**src/rtl/pmask_pkg.sv**
```systemverilog
package pmask_pkg;
  typedef enum logic {
    SEL_MASK = 1'b0,
    SEL_RUN  = 1'b1
  } pm_sel_e;

  localparam int NUM_SRC = 2;
endpackage

```
**src/rtl/pmask_rd_view.sv**
```systemverilog
// Maps a raw priority into the view seen by the requester.
module pmask_rd_view #(
  parameter int W = 8
) (
  input  logic         xlate,
  input  logic [W-1:0] raw,
  output logic [W-1:0] view
);
  localparam int TOP = W - 1;
  localparam logic [W-1:0] ONES = {W{1'b1}};

  always_comb begin
    if (!xlate) begin
      view = raw;
    end else if (!raw[TOP]) begin
      view = '0;                    // secure half is hidden
    end else if (raw == ONES) begin
      view = raw;                   // all-ones is a fixed point
    end else begin
      view = {raw[TOP-1:0], 1'b0};
    end
  end
endmodule

```
**src/rtl/pmask_wr_path.sv**
```systemverilog
// Stored priority mask and its write-acceptance rule.
module pmask_wr_path #(
  parameter int W = 8
) (
  input  logic         clk,
  input  logic         rst_n,
  input  logic         wr_en,
  input  logic         xlate,
  input  logic [W-1:0] wdata,
  output logic [W-1:0] mask_q
);
  localparam int TOP = W - 1;

  logic         accept;
  logic [W-1:0] mask_d;

  always_comb begin
    accept = wr_en && (!xlate || mask_q[TOP]);
    mask_d = xlate ? {1'b1, wdata[TOP:1]} : wdata;
  end

  always_ff @(posedge clk) begin
    if (!rst_n) begin
      mask_q <= '0;
    end else if (accept) begin
      mask_q <= mask_d;
    end
  end
endmodule

```
**src/rtl/pmask_gate.sv**
```systemverilog
// Registered interrupt-signal decision.
module pmask_gate #(
  parameter int W = 8
) (
  input  logic         clk,
  input  logic         rst_n,
  input  logic         pend_valid,
  input  logic [W-1:0] pend_prio,
  input  logic [W-1:0] mask,
  input  logic [W-1:0] run_prio,
  output logic         irq_q
);
  logic below_mask;
  logic below_run;

  always_comb begin
    below_mask = pend_prio < mask;
    below_run  = pend_prio < run_prio;
  end

  always_ff @(posedge clk) begin
    if (!rst_n) begin
      irq_q <= 1'b0;
    end else begin
      irq_q <= pend_valid && below_mask && below_run;
    end
  end
endmodule

```
**src/rtl/pmask_bank.sv**
```systemverilog
module pmask_bank #(
  parameter int PRIO_W = 8
) (
  input  logic              clk,
  input  logic              rst_n,
  input  logic              sec_ext_en,
  input  logic              g0_to_mon,
  input  logic              req_valid,
  input  logic              req_write,
  input  logic              req_sel,
  input  logic              req_ns,
  input  logic [PRIO_W-1:0] req_wdata,
  output logic              rsp_valid,
  output logic [PRIO_W-1:0] rsp_rdata,
  input  logic [PRIO_W-1:0] run_prio,
  input  logic              pend_valid,
  input  logic [PRIO_W-1:0] pend_prio,
  output logic              irq_out
);
  import pmask_pkg::*;

  logic              xlate;
  logic              mask_wr;
  logic              rd_req;
  logic [PRIO_W-1:0] mask_q;
  logic [PRIO_W-1:0] src_raw  [NUM_SRC];
  logic [PRIO_W-1:0] src_view [NUM_SRC];

  always_comb begin
    xlate   = sec_ext_en && g0_to_mon && req_ns;
    mask_wr = req_valid && req_write && (pm_sel_e'(req_sel) == SEL_MASK);
    rd_req  = req_valid && !req_write;
    src_raw[SEL_MASK] = mask_q;
    src_raw[SEL_RUN]  = run_prio;
  end

  pmask_wr_path #(.W(PRIO_W)) u_wr (
    .clk   (clk),
    .rst_n (rst_n),
    .wr_en (mask_wr),
    .xlate (xlate),
    .wdata (req_wdata),
    .mask_q(mask_q)
  );

  for (genvar g = 0; g < NUM_SRC; g++) begin : g_view
    pmask_rd_view #(.W(PRIO_W)) u_view (
      .xlate(xlate),
      .raw  (src_raw[g]),
      .view (src_view[g])
    );
  end

  always_ff @(posedge clk) begin
    if (!rst_n) begin
      rsp_valid <= 1'b0;
      rsp_rdata <= '0;
    end else begin
      rsp_valid <= rd_req;
      if (rd_req) begin
        rsp_rdata <= src_view[req_sel];
      end
    end
  end

  pmask_gate #(.W(PRIO_W)) u_gate (
    .clk       (clk),
    .rst_n     (rst_n),
    .pend_valid(pend_valid),
    .pend_prio (pend_prio),
    .mask      (mask_q),
    .run_prio  (run_prio),
    .irq_q     (irq_out)
  );
endmodule

```
**config.mk**
```make
export PLATFORM = sky130hd
export DESIGN_NAME = pmask_bank
export DESIGN_NICKNAME = d
export VERILOG_FILES = /design/src/rtl/pmask_pkg.sv /design/src/rtl/pmask_rd_view.sv /design/src/rtl/pmask_wr_path.sv /design/src/rtl/pmask_gate.sv /design/src/rtl/pmask_bank.sv
export SDC_FILE = /design/constraint.sdc
export NUM_CORES = 1
export LEC_CHECK = 0
export ABC_CLOCK_PERIOD_IN_PS = 1700
export BUFFER_PORTS_ARGS = -buffer_cell sky130_fd_sc_hd__clkbuf_2
export CAP_MARGIN = 25
export CORE_MARGIN = 2
export CORE_UTILIZATION = 40
export DETAILED_ROUTE_END_ITERATION = 8
export PLACE_DENSITY = 0.62
export SYNTH_ARGS = -nofsm -noshare
export SYNTH_HDL_FRONTEND = slang
export SYNTH_SLANG_ARGS = --single-unit
```
**constraint.sdc**
```tcl
create_clock -name clk -period 1.7 [get_ports clk]
set_input_delay 0.34 -clock clk [delete_from_list [all_inputs] [get_ports clk]]
set_output_delay 0.34 -clock clk [all_outputs]
set_load 0.01 [all_outputs]
```
==> impl_results.md <==
- Status: finished clean
- Global-route wire length before repair: 5530 um
- FP Rows: 20
- Hold_ws: 0.315 ns
- CP cell instances: inv_1 > ha_1 > a22oi_1 > nand4_1 > a211oi_1 > o31a_1
- Rel. slew slack: 0.831
- Layout Area Growth over Synthesis: 20.9%
- CP peak stage delay: 0.35 ns
- Worst R2R Setup Slack: 0.17 ns
- IO Port Bufs: 42
- Final ANT Viol Nets: 0
- Post-Route WL: 3280 um
- Synth warn: 0
- Worst Hold End: u_wr.mask_q[7]$_SDFFE_PN0P_
- Pwr dens: 566 nW/um2
- RR Endpoint: u_gate.irq_q$_SDFF_PN0_
- Period utilisation layout: 0.900
- Remaining global-route overflow: 0
- Crit path launch type: register
- Placed insts: 231
- Post-Syn Nets: 194
- Final Max Tran Viols: 0
- Die X: 61.6 um
- CP Capture Type: register
- CTS buffer count: 3
- DR DRC count: 0
- Post-Synthesis Cells: ~150
- Sequential fraction of the synthesis area: 0.271
- CTS clk-pin slew, worst paths: 0.10 ns
- CTS root buffer: clkbuf_4
- Final Hold Fails: 0
- Avg WL per Cell: 14.0 um
- Share of the synthesized area in the top cell type: 0.271
- DP HPWL: 2730 um
- Synth area leaders: dfxtp_1 27%, ha_1 13%, mux4_2 10%
- Post-CTS resize count: 0
- Routability Congestion: 0.948
- CTS tree: built
- Clock Latency Late Sink: 0.30 ns
- Global Route Usage Sum: 0.199
- Core box area: a little over 3000 um2
- Vias: 1292
- Drt first pass iters: 4
- Maximum clock frequency: roughly 650 MHz
- Crit-path max FO: 4
- Starting Density: 0.428
- Total negative slack: 0 ns
- Layout Nets: around 240
- Sw frac: 0.296
- Worst Hold Class: input pin to register
- Critical path data arrival time: 1.78 ns
- Int Pwr: 0.640 mW
- Clk network pwr share: 0.232
- Mapped cell area: roughly 1300 um2
- Cell variety after synth: 32
- Largest net degree at the start of global routing: 18
- Hold_buf cts: 0
- Mean cell area of the mapped netlist: 9.03 um2
- Max VDD drop: 278 uV
- Slowest CP cell: dfxtp_1
- Worst R2R Start: u_wr.mask_q[7]$_SDFFE_PN0P_
- IO Pins: 43
- Worst hold start: req_wdata[7]
- Max Cap Viol: 0
- Worst hold path depth: 3
- Setup Viol. Count Final: 0
- Number of global-route vias before repair: 1278
- Net load switching power: 0.269 mW
- Worst-Margin Slew: around 0.25 ns
- Initial antenna violation count: 0
- Via-to-Cell Ratio: 5.52
- Minimum clock period: 1.53 ns
- CTS H-tree depth: 1
- RSZ-0062 raised after global routing: no
- Die height: ~62 um
- Drt first-iter violations: 56
- Crit path kind: register to register
- Post-CTS setup repair buffer count: 0
- Clock Path Buffers: 2
- Share of cells above drive strength 1: 0.321
- Comb pwr share: 0.268
- Die area: 3800 um2
- WP data required: 1.95 ns
- R2R cell count: 6
- Synth Register Bits: 18
- Fin Clk Skew: 0.00873 ns
- Number of diodes: 0
- P_leak: 0.821 nW
- Seq pwr share: 0.500
- Fin cells: 234
- Clock sink count: 18
- Yosys top cell by area: dfxtp_1
[cell usage in the layout, fill, tap and decap left out, drive strengths merged]
cell,count
clkbuf,45
nand2,28
dfxtp,18
inv,16
ha,14
nand4,8
mux2i,8
o211a,7
mux4,6
o22ai,6
buf,5
nor2,4
o211ai,3
o21ai,3
nand3,3
nor2b,2
a211oi,2
nor3,2
o2111ai,2
a31oi,1
nand2b,1
a21o,1
nor3b,1
a22oi,1
and4bb,1
o31a,1
o2111a,1
[stage by stage]
step	setup slack [ns]	utilization	instance area (um2)	power [mW]
final	0.170	0.517	1610	0.909
after global routing	0.0442	0.517	1610	0.971
after CTS	0.163	0.517	1610	0.918
after detailed placement	0.125	0.510	1580	0.707
after global placement	0.220	0.510	1580	0.696
after floorplan	0.220	-	1330	0.610
[critical path, delay by kind of cell (launching register included)]
kind            cells  cell delay [ns]
flops               1             0.35
fa+ha+maj           1             0.33
buf+inv             1             0.07
simple gates        1             0.11
compound gates      3             0.62
[worst max path at each step]
stage          cells past startpoint                 endpoint                         from  slack, ns
6_report                           6  u_gate.irq_q$_SDFF_PN0_  u_wr.mask_q[7]$_SDFFE_PN0P_       0.17
5_1_grt                            6  u_gate.irq_q$_SDFF_PN0_  u_wr.mask_q[7]$_SDFFE_PN0P_       0.04
4_1_cts                            6  u_gate.irq_q$_SDFF_PN0_  u_wr.mask_q[7]$_SDFFE_PN0P_       0.16
3_5_place_dp                       6  u_gate.irq_q$_SDFF_PN0_                 pend_prio[7]       0.13
3_3_place_gp                       6  u_gate.irq_q$_SDFF_PN0_                 pend_prio[7]       0.22
2_1_floorplan                      7  u_gate.irq_q$_SDFF_PN0_                  run_prio[7]       0.22
[power groups by stage]
stage,Clock (mW),Sequential (mW),Combinational (mW)
6_report,0.211,0.455,0.243
5_1_grt,0.238,0.458,0.276
4_1_cts,0.219,0.455,0.244
3_5_place_dp,0,0.464,0.243
3_3_place_gp,0,0.463,0.233
2_1_floorplan,0,0.465,0.146
[metal layers]
layer	GRT usage	routed length, um
met1	0.238	1320
met2	0.335	1610
met3	0.0609	247
met4	0.0760	95
met5	0	0
[cells by family (layout without fill, tap and decap cells)]
group | Yosys count | in the layout | share of synthesized area
adder cells (fa/ha/maj) | 14 | 14 | 0.132
buffers and inverters | 23 | 66 | 0.0810
AO/OA/AOI/OAI | 28 | 28 | 0.166
multiplexers | 14 | 14 | 0.162
AND/OR/NAND/NOR | 50 | 50 | 0.188
flip-flops | 18 | 18 | 0.271
[area by class of cell]
| class | instances | area (um2) |
|---|---|---|
| timing repair buffer | 47 | 248 |
| sequential | 18 | 360 |
| fill | 343 | 1500 |
| tap | 44 | 55.1 |
| inverter | 16 | 60.1 |
| multi-input combinational | 106 | 860 |
| clock buffer | 3 | 22.5 |
[registers in the layout (all words and copies together), names as in the netlist]
name / count
u_wr.mask_q: 8
u_gate.irq_q: 1
rsp_valid: 1
rsp_rdata: 8
[synthesized netlist by cell type]
master and number:
clkbuf_1 1, nand2_2 1, a21o_1 1, o21ai_0 3
ha_1 14, buf_2 2, o211a_1 7, nand2_1 27
nand4_1 8, buf_4 3, nand3_4 1, a211oi_1 2
nor2b_1 2, o211ai_1 3, mux2i_1 8, nand3_1 2
a31oi_1 1, o2111a_2 1, inv_2 1, nor2_1 4
mux4_2 6, dfxtp_1 18, o31a_1 1, o22ai_1 6
nor3_1 2, buf_6 1, a22oi_1 1, and4bb_2 1
inv_1 15, o2111ai_1 2, nor3b_1 1, nand2b_1 1
Note: power is estimated with default switching activity, not from simulation.
